==> src/rtl/octf_pkg.sv <==
// Shared types and helpers for the octal flash command front end.
// Assumes byte-level framing; no lane or DDR detail appears here.
package octf_pkg;

    // Command class produced by the opcode decoder
    typedef enum logic [2:0] {
        K_NONE, K_WREN, K_WRDI, K_ID, K_READ, K_PROG, K_RDCFG, K_WRCFG
    } kind_e;

    // Per-opcode properties
    typedef struct packed {
        kind_e kind;
        logic  force4;   // address is always 4 bytes
        logic  dummy;    // collects configurable dummy bytes
        logic  extra;    // collects one mode byte after the address
        logic  io10;     // fallback dummy count is the I/O value
        logic  nv;       // register access targets the nonvolatile file
    } cmd_t;

    // Sequencer states
    typedef enum logic [2:0] {
        S_IDLE, S_ADDR, S_WAIT, S_WDATA, S_CFGRD, S_ID, S_SINK
    } state_e;

    localparam logic [7:0] DUMMY_IO_DFLT    = 8'd10;
    localparam logic [7:0] DUMMY_OTHER_DFLT = 8'd8;

    // Dummy count with fallback when the config field holds 0x00 or 0x0F
    function automatic logic [7:0] dummy_bytes(input logic [7:0] field,
                                               input logic io10);
        if (field == 8'h00 || field == 8'h0F)
            return io10 ? DUMMY_IO_DFLT : DUMMY_OTHER_DFLT;
        return field;
    endfunction

endpackage

==> src/rtl/octf_decode.sv <==
// Opcode decoder: classifies one received opcode byte.
// Purely combinational; unknown opcodes map to K_NONE.
module octf_decode
    import octf_pkg::*;
(
    input  logic [7:0] op,
    output cmd_t       cmd
);

    // Opcode table lookup
    always_comb begin
        cmd = '0;
        cmd.kind = K_NONE;
        case (op)
            8'h06: cmd.kind = K_WREN;
            8'h04: cmd.kind = K_WRDI;
            8'h9E, 8'h9F: cmd.kind = K_ID;
            // octal output reads: address only
            8'h8B, 8'h9D: cmd.kind = K_READ;
            8'h8C, 8'h7C, 8'hFD: begin
                cmd.kind   = K_READ;
                cmd.force4 = 1'b1;
            end
            // fast reads with dummy bytes
            8'h0B: begin
                cmd.kind  = K_READ;
                cmd.dummy = 1'b1;
            end
            8'h0C: begin
                cmd.kind   = K_READ;
                cmd.dummy  = 1'b1;
                cmd.force4 = 1'b1;
            end
            8'hCB, 8'hEB: begin
                cmd.kind  = K_READ;
                cmd.dummy = 1'b1;
                cmd.io10  = 1'b1;
            end
            8'hEC: begin
                cmd.kind   = K_READ;
                cmd.dummy  = 1'b1;
                cmd.io10   = 1'b1;
                cmd.force4 = 1'b1;
            end
            8'hCC: begin
                cmd.kind   = K_READ;
                cmd.dummy  = 1'b1;
                cmd.io10   = 1'b1;
                cmd.force4 = 1'b1;
                cmd.extra  = 1'b1;
            end
            // octal page programs
            8'h82: cmd.kind = K_PROG;
            8'h84: begin
                cmd.kind   = K_PROG;
                cmd.force4 = 1'b1;
            end
            // configuration register access
            8'h85: cmd.kind = K_RDCFG;
            8'h81: cmd.kind = K_WRCFG;
            8'hB5: begin
                cmd.kind = K_RDCFG;
                cmd.nv   = 1'b1;
            end
            8'hB1: begin
                cmd.kind = K_WRCFG;
                cmd.nv   = 1'b1;
            end
            default: cmd.kind = K_NONE;
        endcase
    end

endmodule

==> src/rtl/octf_cfg_regs.sv <==
// Volatile and nonvolatile configuration register files.
// Writes land only in range; every write strobe recomputes the octal
// flag from byte 0 of the file written. Reads above range return 0.
module octf_cfg_regs #(
    parameter int         NBYTES   = 8,
    parameter int         OCT_BIT  = 5,
    parameter logic [7:0] NV0_RST  = 8'hE7,
    parameter logic [7:0] NV1_RST  = 8'h1F,
    parameter logic [7:0] NVX_RST  = 8'hFF,
    parameter logic [7:0] VOL0_RST = 8'hE7
) (
    input  logic        clk,
    input  logic        rst_n,
    input  logic        wr_en,
    input  logic        wr_nv,
    input  logic [31:0] wr_addr,
    input  logic [7:0]  wr_data,
    input  logic        rd_nv,
    input  logic [31:0] rd_addr,
    output logic [7:0]  rd_data,
    output logic [7:0]  dummy_field,
    output logic        octal_en
);

    localparam int AW = (NBYTES > 1) ? $clog2(NBYTES) : 1;

    logic [7:0]        vol_q [NBYTES];
    logic [7:0]        nv_q  [NBYTES];
    logic [NBYTES-1:0] hit;
    logic              wr_ok;
    logic              rd_ok;
    logic [7:0]        new_b0;

    assign wr_ok = (wr_addr < 32'(NBYTES));
    assign rd_ok = (rd_addr < 32'(NBYTES));

    // Per-byte write select
    genvar gi;
    generate
        for (gi = 0; gi < NBYTES; gi++) begin : g_hit
            assign hit[gi] = wr_en && wr_ok && (wr_addr[AW-1:0] == AW'(gi));
        end
    endgenerate

    // Byte 0 of the written file as it stands after this write
    always_comb begin
        if (hit[0])
            new_b0 = wr_data;
        else
            new_b0 = wr_nv ? nv_q[0] : vol_q[0];
    end

    // Register files and octal flag update
    always_ff @(posedge clk) begin
        if (!rst_n) begin
            for (int i = 0; i < NBYTES; i++) begin
                vol_q[i] <= (i == 0) ? VOL0_RST : 8'h00;
                nv_q[i]  <= (i == 0) ? NV0_RST : (i == 1) ? NV1_RST : NVX_RST;
            end
            octal_en <= ~NV0_RST[OCT_BIT];
        end else if (wr_en) begin
            for (int i = 0; i < NBYTES; i++) begin
                if (hit[i] && wr_nv)  nv_q[i]  <= wr_data;
                if (hit[i] && !wr_nv) vol_q[i] <= wr_data;
            end
            octal_en <= ~new_b0[OCT_BIT];
        end
    end

    // Read mux
    always_comb begin
        rd_data = 8'h00;
        if (rd_ok)
            rd_data = rd_nv ? nv_q[rd_addr[AW-1:0]] : vol_q[rd_addr[AW-1:0]];
    end

    assign dummy_field = vol_q[1];

endmodule

==> src/rtl/octf_seq.sv <==
// Frame sequencer: opcode, address, mode/dummy and data phases.
// Assumes rx_valid is a one-cycle strobe per byte; cs_n high aborts.
module octf_seq
    import octf_pkg::*;
#(
    parameter logic [7:0] ID_MFR  = 8'h2C,
    parameter logic [7:0] ID_TYPE = 8'h5B,
    parameter logic [7:0] ID_CAP  = 8'h1A
) (
    input  logic        clk,
    input  logic        rst_n,
    input  logic        cs_n,
    input  logic        rx_valid,
    input  logic [7:0]  rx_byte,
    input  logic        addr4_mode,
    input  cmd_t        cmd,
    input  logic [7:0]  dummy_field,
    input  logic [7:0]  cfg_rd_data,
    output logic [7:0]  tx_byte,
    output logic        rd_start,
    output logic        pp_start,
    output logic [31:0] start_addr,
    output logic [7:0]  dummy_cnt,
    output logic        wel,
    output logic        cfg_wr,
    output logic        cfg_nv,
    output logic [31:0] cfg_addr,
    output logic [7:0]  cfg_wr_data
);

    state_e      state;
    kind_e       cur_kind;
    logic        cur_nv;
    logic        cur_dummy;
    logic        cur_extra;
    logic [2:0]  alen_q;
    logic [31:0] addr_q;
    logic [8:0]  cnt;
    logic [1:0]  id_idx;
    logic [31:0] addr_nxt;
    logic [8:0]  wait_tot;
    logic        take;
    logic        addr_last;

    assign take      = rx_valid && !cs_n;
    assign addr_nxt  = {addr_q[23:0], rx_byte};
    assign addr_last = (cnt == ({6'd0, alen_q} - 9'd1));

    // Bytes still owed after the address of a read
    always_comb begin
        wait_tot = {8'd0, cur_extra};
        if (cur_dummy)
            wait_tot = wait_tot + {1'b0, dummy_cnt};
    end

    // Main phase sequencer
    always_ff @(posedge clk) begin
        if (!rst_n) begin
            state      <= S_IDLE;
            cur_kind   <= K_NONE;
            cur_nv     <= 1'b0;
            cur_dummy  <= 1'b0;
            cur_extra  <= 1'b0;
            alen_q     <= 3'd3;
            addr_q     <= '0;
            cnt        <= '0;
            id_idx     <= '0;
            wel        <= 1'b0;
            rd_start   <= 1'b0;
            pp_start   <= 1'b0;
            start_addr <= '0;
            dummy_cnt  <= DUMMY_OTHER_DFLT;
        end else begin
            rd_start <= 1'b0;
            pp_start <= 1'b0;
            if (cs_n) begin
                state  <= S_IDLE;
                cnt    <= '0;
                id_idx <= '0;
            end else if (rx_valid) begin
                case (state)
                    S_IDLE: begin
                        cur_kind  <= cmd.kind;
                        cur_nv    <= cmd.nv;
                        cur_dummy <= cmd.dummy;
                        cur_extra <= cmd.extra;
                        alen_q    <= (cmd.force4 || addr4_mode) ? 3'd4 : 3'd3;
                        addr_q    <= '0;
                        cnt       <= '0;
                        id_idx    <= '0;
                        case (cmd.kind)
                            K_WREN: begin
                                wel   <= 1'b1;
                                state <= S_SINK;
                            end
                            K_WRDI: begin
                                wel   <= 1'b0;
                                state <= S_SINK;
                            end
                            K_ID:  state <= S_ID;
                            K_READ: begin
                                dummy_cnt <= cmd.dummy ? dummy_bytes(dummy_field, cmd.io10)
                                                       : 8'd0;
                                state     <= S_ADDR;
                            end
                            K_PROG, K_RDCFG: state <= S_ADDR;
                            K_WRCFG: state <= wel ? S_ADDR : S_SINK;
                            default: state <= S_SINK;
                        endcase
                    end
                    S_ADDR: begin
                        addr_q <= addr_nxt;
                        cnt    <= cnt + 9'd1;
                        if (addr_last) begin
                            case (cur_kind)
                                K_READ: begin
                                    start_addr <= addr_nxt;
                                    if (wait_tot == 9'd0) begin
                                        rd_start <= 1'b1;
                                        state    <= S_SINK;
                                    end else begin
                                        cnt   <= wait_tot;
                                        state <= S_WAIT;
                                    end
                                end
                                K_PROG: begin
                                    start_addr <= addr_nxt;
                                    pp_start   <= 1'b1;
                                    wel        <= 1'b0;
                                    state      <= S_SINK;
                                end
                                K_RDCFG: state <= S_CFGRD;
                                K_WRCFG: state <= S_WDATA;
                                default: state <= S_SINK;
                            endcase
                        end
                    end
                    S_WAIT: begin
                        if (cnt == 9'd1) begin
                            rd_start <= 1'b1;
                            state    <= S_SINK;
                        end else begin
                            cnt <= cnt - 9'd1;
                        end
                    end
                    S_WDATA: begin
                        wel   <= 1'b0;
                        state <= S_SINK;
                    end
                    S_ID: begin
                        if (id_idx != 2'd3)
                            id_idx <= id_idx + 2'd1;
                    end
                    default: state <= state;
                endcase
            end
        end
    end

    // Configuration file access driven from the latched command
    assign cfg_wr      = take && (state == S_WDATA);
    assign cfg_nv      = cur_nv;
    assign cfg_addr    = addr_q;
    assign cfg_wr_data = rx_byte;

    // Outgoing byte selection
    always_comb begin
        tx_byte = 8'h00;
        if (state == S_ID) begin
            case (id_idx)
                2'd0:    tx_byte = ID_MFR;
                2'd1:    tx_byte = ID_TYPE;
                2'd2:    tx_byte = ID_CAP;
                default: tx_byte = 8'h00;
            endcase
        end else if (state == S_CFGRD) begin
            tx_byte = cfg_rd_data;
        end
    end

endmodule

==> src/rtl/octf_front.sv <==
// Top of the octal flash command front end: decoder, sequencer and
// configuration files. Byte-level; lanes and array are elsewhere.
module octf_front #(
    parameter int         CFG_BYTES = 8,
    parameter int         OCT_BIT   = 5,
    parameter logic [7:0] NV0_RST   = 8'hE7,
    parameter logic [7:0] NV1_RST   = 8'h1F,
    parameter logic [7:0] ID_MFR    = 8'h2C,
    parameter logic [7:0] ID_TYPE   = 8'h5B,
    parameter logic [7:0] ID_CAP    = 8'h1A
) (
    input  logic        clk,
    input  logic        rst_n,
    input  logic        cs_n,
    input  logic        rx_valid,
    input  logic [7:0]  rx_byte,
    input  logic        addr4_mode,
    output logic [7:0]  tx_byte,
    output logic        rd_start,
    output logic        pp_start,
    output logic [31:0] start_addr,
    output logic [7:0]  dummy_cnt,
    output logic        wel,
    output logic        octal_en
);

    octf_pkg::cmd_t cmd;
    logic        cfg_wr;
    logic        cfg_nv;
    logic [31:0] cfg_addr;
    logic [7:0]  cfg_wr_data;
    logic [7:0]  cfg_rd_data;
    logic [7:0]  dummy_field;

    octf_decode u_dec (
        .op  (rx_byte),
        .cmd (cmd)
    );

    octf_seq #(
        .ID_MFR  (ID_MFR),
        .ID_TYPE (ID_TYPE),
        .ID_CAP  (ID_CAP)
    ) u_seq (
        .clk         (clk),
        .rst_n       (rst_n),
        .cs_n        (cs_n),
        .rx_valid    (rx_valid),
        .rx_byte     (rx_byte),
        .addr4_mode  (addr4_mode),
        .cmd         (cmd),
        .dummy_field (dummy_field),
        .cfg_rd_data (cfg_rd_data),
        .tx_byte     (tx_byte),
        .rd_start    (rd_start),
        .pp_start    (pp_start),
        .start_addr  (start_addr),
        .dummy_cnt   (dummy_cnt),
        .wel         (wel),
        .cfg_wr      (cfg_wr),
        .cfg_nv      (cfg_nv),
        .cfg_addr    (cfg_addr),
        .cfg_wr_data (cfg_wr_data)
    );

    octf_cfg_regs #(
        .NBYTES   (CFG_BYTES),
        .OCT_BIT  (OCT_BIT),
        .NV0_RST  (NV0_RST),
        .NV1_RST  (NV1_RST),
        .NVX_RST  (8'hFF),
        .VOL0_RST (NV0_RST)
    ) u_cfg (
        .clk         (clk),
        .rst_n       (rst_n),
        .wr_en       (cfg_wr),
        .wr_nv       (cfg_nv),
        .wr_addr     (cfg_addr),
        .wr_data     (cfg_wr_data),
        .rd_nv       (cfg_nv),
        .rd_addr     (cfg_addr),
        .rd_data     (cfg_rd_data),
        .dummy_field (dummy_field),
        .octal_en    (octal_en)
    );

endmodule

==> config.mk <==
export PLATFORM = sky130hd
export DESIGN_NAME = octf_front
export DESIGN_NICKNAME = d
export VERILOG_FILES = /design/src/rtl/octf_pkg.sv /design/src/rtl/octf_decode.sv /design/src/rtl/octf_cfg_regs.sv /design/src/rtl/octf_seq.sv /design/src/rtl/octf_front.sv
export SDC_FILE = /design/constraint.sdc
export NUM_CORES = 1
export LEC_CHECK = 0
export BUFFER_PORTS_ARGS = -buffer_cell sky130_fd_sc_hd__buf_2
export CAP_MARGIN = 10
export CORE_MARGIN = 2
export CORE_UTILIZATION = 45
export CTS_BUF_LIST = sky130_fd_sc_hd__clkbuf_2
export CTS_CLUSTER_SIZE = 25
export DETAILED_ROUTE_END_ITERATION = 16
export SYNTH_ARGS = -nofsm -noshare
export SYNTH_HDL_FRONTEND = slang
export SYNTH_SLANG_ARGS = --single-unit
==> constraint.sdc <==
create_clock -name clk -period 6.93 [get_ports clk]
set_input_delay 0.693 -clock clk [delete_from_list [all_inputs] [get_ports clk]]
set_output_delay 0.693 -clock clk [all_outputs]
set_load 0.005 [all_outputs]
==> results of run 1 <==
==> flip-flops by register name, indices dropped and copies added, names as in the netlist, 2 cells and up, named ones only <==
| name | cells |
|---|---|
| u_cfg.nv_q | 64 |
| u_cfg.vol_q | 64 |
| u_seq.alen_q | 2 |
| u_seq.cfg_addr | 32 |
| u_seq.cnt | 9 |
| u_seq.cur_kind | 3 |
| u_seq.dummy_cnt | 8 |
| u_seq.id_idx | 2 |
| u_seq.start_addr | 32 |
| u_seq.state | 3 |
==> power by group <==
part	internal [mW]	switching (mW)	leakage, nW
clock network	0.353	0.551	0.416
logic	0.0446	0.108	1.81
registers	1.46	0.0192	1.95
==> stage by stage <==
step                instance area, um2  worst slack, ns
global placement                 11400             3.18
finish                           12000             3.05
CTS                              11900             2.93
detailed placement               11400             3.04
global route                     12000             2.81
floorplan                        10900             4.04
==> logic make-up (layout without fill, tap and decap cells) <==
kind of cell             after synthesis  count (layout)  synth area share
AND/OR/NAND/NOR                      412             412             0.183
flip-flops                           229             229             0.538
AO/OA/AOI/OAI                        197             197             0.119
buffers and inverters                102             220            0.0405
multiplexers                          52              52            0.0940
XOR/XNOR                              19              19            0.0153
adder cells (fa/ha/maj)                9               9            0.0103
other                                  0               2                 0
==> cell usage after synthesis (all sizes together), types with 7 or more instances <==
| library cell | n | area (um2) |
|---|---|---|
| nand2 | 160 | 601 |
| edfxtp | 128 | 3840 |
| dfxtp | 101 | 2020 |
| nor2 | 100 | 378 |
| a21oi | 60 | 300 |
| o21ai | 51 | 255 |
| mux4 | 40 | 901 |
| inv | 39 | 146 |
| clkbuf | 38 | 143 |
| a22o | 26 | 228 |
| buf | 25 | 153 |
| nand3 | 22 | 110 |
| nand4 | 21 | 131 |
| or2 | 16 | 103 |
| nor4 | 14 | 109 |
| nor3 | 13 | 75.1 |
| xnor2 | 11 | 96.3 |
| nand2b | 10 | 70.1 |
| ha | 9 | 113 |
| nand3b | 9 | 67.6 |
| mux2i | 8 | 80.1 |
| nor2b | 8 | 50.1 |
| xor2 | 8 | 70.1 |
| a211oi | 7 | 65.1 |
| and2 | 7 | 43.8 |
==> per-layer routing <==
metal  share of wire  up-vias
met2            0.45      317
li1                -     3918
met5               0        -
met4           0.023        0
met1            0.46     3969
met3           0.070       63
==> layout make-up <==
cell class                 count  area (um2)  area share
sequential                   229        5870       0.491
multi-input combinational    689        4620       0.386
clock buffer                  91         455      0.0381
tap                          319         399      0.0334
timing repair buffer          73         390      0.0326
inverter                      39         146      0.0122
clock inverter                17        75.1     0.00628
antenna                        2        5.00    0.000419
==> layout by cell type, fill, tap and decap left out, types with 4 or more instances in the layout <==
cell type  instances
clkbuf_2          92
mux4_2            40
a21oi_1           60
nand3b_1           9
xnor2_1           11
or2_2             15
nand3_1           22
nand2b_1           9
nor3_1            10
nor4_1            12
inv_1             38
a211oi_1           6
nand4_1           21
a22o_1            26
and2_1             7
xor2_1             8
o21a_1             5
or3_1              5
dfxtp_1          100
o211ai_1           6
nor2_1            98
nand2_1          160
clkinv_1          13
mux2i_1            8
o21ai_0           51
ha_1               9
and3_1             6
buf_4              6
mux2_2             4
edfxtp_1         128
a31oi_1            4
buf_2             65
nor2b_1            8
==> tightest hold or removal path, delay by kind of cell <==
kind,cells,cell delay (ns)
AO/OA/AOI/OAI,1,0.06
buffers and inverters,1,0.18
AND/OR/NAND/NOR,1,0.08
==> worst min path at each step <==
stage,slack (ns),to,startpoint,depth (start not counted)
finish,0.21,u_seq.start_addr[4],rx_byte[4],3
global route,0.12,u_seq.start_addr[4],rx_byte[4],3
CTS,0.11,u_seq.start_addr[4],rx_byte[4],3
detailed placement,0.44,u_seq.start_addr[23],u_seq.start_addr[23],2
global placement,0.44,u_seq.start_addr[8],u_seq.start_addr[8],2
floorplan,0.43,u_seq.alen_q[2],u_seq.alen_q[2],2
==> flow_summary_export.csv, run 1 <==
group,metric,value,unit
yosys,syn_area_per_cell,10.7,um2
die,rows,56,
clocking,cts_resized,0,
die,coreArea,23600,um2
global_routing,grt_max_degree,38,
layout,syn_to_final_growth,9.60,%
layout,finalNonFillerCells,1459,
clocking,post_cts.repair.setup_buffers,0,
place,dp.cells,1346,
global_routing,grt_first_pass_wirelength,45.7,mm
setup_path,cp-endpoint,"tx_byte[1]",
setup_path,timing.critical_path.depth,6,
timing,tightest_slew,1.21,ns
setup_path,rr_endpoint,"u_cfg.vol_q[6][6]",
clocking,cts_hold_buf,0,
yosys,async_flop_share,0,
place,hpwl,20.8,mm
timing,worst_hold_slack,0.209,ns
global_routing,globalRouteMet1Util,0.334,
setup_path,path_buf_inv,3,
setup_path,critical_path.max_fanout,32,
timing,finalClockSkew,0.0463,ns
global_routing,grt_use_total,0.230,
timing,fmax,258,MHz
clocking,clk_latency,0.85,ns
outcome,status,"finished, final reports clean",
setup_path,slowest_stage,"mux4_2",
timing,fin_crit_sh,0.559,
clocking,tritoncts,"yes",
clocking,cts.sinks,229,
die,start_util,0.462,
timing,setup-violations-final,0,
layout,nets,1112,
yosys,yosys_warnings,0,
clocking,root_buffer,"clkbuf_2",
global_routing,grt_util_met3,0.0475,
setup_path,worst_path_largest_cell_delay,0.65,ns
timing,fin_setup_tns,0,ns
die,die_area,25500,um2
setup_path,arrival,3.18,ns
die,boundaryPins,65,
power_and_ir_drop,power.total,2.54,mW
power_and_ir_drop,p_leak,4.18,nW
drt,drc,0,
power_and_ir_drop,max-vdd-ir-drop,0.121,mV
die,die_height,160,um
setup_path,crit_top_cell,"mux4_2",
timing,hold_viol,0,
yosys,synth_area,10900,um2
global_routing,overflow,0,
drt,dr.pass1.iters,6,
layout,final_util,0.506,
drt,wl_per_cell,20.2,um
layout,drive_gt1_frac,0.216,
power_and_ir_drop,p_per_area,212,nW/um2
yosys,ys.flop_type,"edfxtp_1",
setup_path,r2r_cells,6,
clocking,htreeDepth,2,
place,place_congestion,0.877,
timing,rsz0062_at_grt,"no",
setup_path,worstSetupEndpointType,"output port",
yosys,ys_seq_elements,229,
place,io_buffer_count,64,
setup_path,cp-start-kind,"flip-flop",
setup_path,cp.required,6.24,ns
clocking,clockBufferDepth,3,
setup_path,reg2reg_from,"u_seq.cfg_addr[3]",
setup_path,path_cells,"buf_4 > mux4_2 > mux4_2 > inv_1 > o21ai_0 > buf_2",
drt,drt.antenna.violating_nets,0,
timing,max_slew_margin,0.182,
clocking,cts_buffers,58,
global_routing,grt-busiest-layer,"met2",
drt,drt_wl_total,29.5,mm
die,dieWidth,160,um
drt,drt-initial-drc-count,709,
setup_path,path_class,"flip-flop to output port",
min_path,hp-class,"primary input to flip-flop",
yosys,yosysUniqueCellTypes,75,
clocking,cts.clk_slew.worst_paths,0.10,ns
run,drv_cap,0,
global_routing,grt_pass1_vias,7907,
yosys,synth_edf_count,128,
yosys,netlist_instances,1020,
drt,num_vias,8267,
yosys,syn-num-nets,1042,
global_routing,met2_usage,0.345,
setup_path,reg2reg_slack,3.45,ns
drt,viasPerCell,5.67,
global_routing,antenna_found_initial,1,
yosys,synth_seq_area_share,0.538,
timing,slew_violations,0,
setup_path,cp_top_family,"multiplexers",
layout,fillers,2201,
timing,period_needed,3.88,ns
No activity file was read; power rests on OpenSTA's default activity.
==> run 2: changes to the inputs <==
- clock period: 6.93 -> 3.52 ns (I/O delays scaled with it)
==> run 2 against run 1 <==
  * Via count up 2.2%
  * Sequential power grew 97%
  * Global-route usage rose by 0.15 points
  * Clock-buffer cell count down 3
  * Critical path depth decreased by 1
  * Combinational power increased by 110%
  * Critical path type unchanged
  * Register-to-register slack worse by 3.1 ns
  * Die area did not move
  * Final cell count up 2.1%
  * First-iteration DRC count up 14%
  * Worst setup slack worse by 2.9 ns
==> flow_summary_export.csv, run 2 (synthesis gave the netlist of run 1 again) <==
group,metric,value,unit
setup_path,reg2reg_slack,0.31,ns
clocking,htreeDepth,2,
drt,drt-initial-drc-count,811,
drt,drc,0,
timing,rsz0062_at_grt,"no",
setup_path,path_class,"flip-flop to output port",
timing,finalClockSkew,0.0563,ns
timing,hold_viol,0,
drt,num_vias,8447,
setup_path,cp_top_family,"multiplexers",
die,start_util,0.462,
setup_path,cp.required,3.17,ns
clocking,root_buffer,"clkbuf_2",
place,post-place-ws,0.577,ns
setup_path,cp-endpoint,"tx_byte[7]",
place,hpwl,20.4,mm
setup_path,worstSetupEndpointType,"output port",
power_and_ir_drop,p_per_area,410,nW/um2
layout,fillers,2216,
drt,dr.pass1.iters,7,
min_path,hp-class,"primary input to flip-flop",
die,coreArea,23600,um2
timing,fin_setup_tns,0,ns
layout,layout_commonest_cell,"nand2_1",
die,die_height,160,um
layout,largestRegisters,"u_cfg.nv_q x64, u_cfg.vol_q x64",
setup_path,worst_path_largest_cell_delay,0.62,ns
clocking,cts.clk_slew.worst_paths,0.11,ns
clocking,clockBufferDepth,3,
global_routing,grt_pass1_vias,8180,
timing,setup_slack,0.165,ns
global_routing,grt_first_pass_wirelength,46.3,mm
die,boundaryPins,65,
clocking,clk_latency,0.85,ns
timing,fmax,298,MHz
timing,max_slew_margin,0.360,
power_and_ir_drop,p_leak,4.33,nW
clocking,cts_buffers,58,
setup_path,critical_path.max_fanout,32,
place,place_congestion,0.860,
timing,fin_crit_sh,0.953,
timing,slew_violations,0,
drt,wl_per_cell,19.9,um
die,rows,56,
timing,worst_hold_slack,0.431,ns
setup_path,timing.critical_path.depth,5,
place,io_buffer_count,64,
global_routing,antenna_found_initial,1,
setup_path,slowest_stage,"mux4_2",
power_and_ir_drop,max-vdd-ir-drop,0.229,mV
setup_path,reg2reg_from,"u_seq.state[0]",
global_routing,grt_use_total,0.232,
drt,drt.antenna.violating_nets,0,
timing,period_needed,3.35,ns
setup_path,rr_endpoint,"u_seq.start_addr[7]",
die,dieWidth,160,um
global_routing,overflow,0,
setup_path,cp-start-kind,"flip-flop",
drt,viasPerCell,5.67,
global_routing,grt_max_degree,36,
outcome,status,"finished, final reports clean",
drt,drt_wl_total,29.7,mm
die,die_area,25500,um2
setup_path,r2r_cells,8,
setup_path,arrival,3.00,ns
clocking,post_cts.repair.setup_buffers,0,
run,drv_cap,0,
timing,setup-violations-final,0,
setup_path,crit_top_cell,"mux4_2",
layout,final_cell_mix,"nand2_1 (160), edfxtp_1 (128), dfxtp_1 (100)",
clocking,cts.sinks,229,
layout,drive_gt1_frac,0.224,
timing,tightest_slew,0.957,ns
setup_path,path_cells,"buf_4 > mux4_2 > mux4_2 > nor2b_1 > buf_2",
clocking,tritoncts,"yes",
setup_path,path_buf_inv,2,
power_and_ir_drop,power.total,5.02,mW
layout,syn_to_final_growth,12.2,%
layout,nets,1143,
-- run 2: cell count changes in the layout (fill, tap and decap cells not counted), sizes merged --
cell,delta
dlygate4sd3,+16
diode,-1
buf,+16
clkinv,+4
clkbuf,-4
-- run 2: metal layers --
layer	vias up	GRT usage	part of all wire	wire length [um]
li1	3975	-	-	-
met4	0	0.0719	0.017	517
met1	4147	0.345	0.47	14100
met5	-	0	0	0
met2	289	0.347	0.45	13300
met3	36	0.0377	0.059	1740
-- run 2: worst min-delay path by stage --
stage / start / end / depth (start not counted)
final: addr4_mode / u_seq.alen_q[2] / 4
after global routing: rx_byte[6] / u_seq.start_addr[6] / 4
after CTS: rx_byte[5] / u_seq.start_addr[5] / 4
after detailed placement: u_seq.start_addr[12] / u_seq.start_addr[12] / 2
after global placement: u_seq.start_addr[9] / u_seq.start_addr[9] / 2
after floorplan: u_seq.alen_q[2] / u_seq.alen_q[2] / 2
-- run 2: worst min-delay path, stage by stage --
cell and delay [ns]:
dlygate4sd3_1 0.53, buf_2 0.13, o41ai_1 0.10, a21oi_1 0.10
-- run 2: final cells by class --
class / count / area, um2 / share of cell area
Sequential cell: 229 / 5870 / 0.479
Multi-Input combinational cell: 689 / 4630 / 0.378
Timing Repair Buffer: 104 / 673 / 0.0550
Clock buffer: 88 / 440 / 0.0360
Tap cell: 319 / 399 / 0.0326
Inverter: 39 / 146 / 0.0120
Clock inverter: 21 / 88.8 / 0.00725
Antenna cell: 1 / 2.50 / 0.000204
-- run 2: through the flow --
stage,util,cell area (um2),instances
after CTS,0.518,12200,1489
final,0.519,12200,1490
after global routing,0.519,12200,1490
after global placement,0.489,11500,1364
after floorplan,-,10900,1020
after detailed placement,0.489,11500,1364
-- run 2: power breakdown --
group          internal (mW)  switching [mW]  leakage, nW
sequential              2.87          0.0357         1.95
combinational          0.104           0.221         1.96
clock                  0.678            1.11        0.416
total                   3.66            1.36         4.33
-- run 2: what timing repair did --
item,4_1_cts,5_1_grt
endpoints found under the hold margin,45,0
resized for setup,0,2
hold buffers,16,0
setup endpoints to repair,0,9
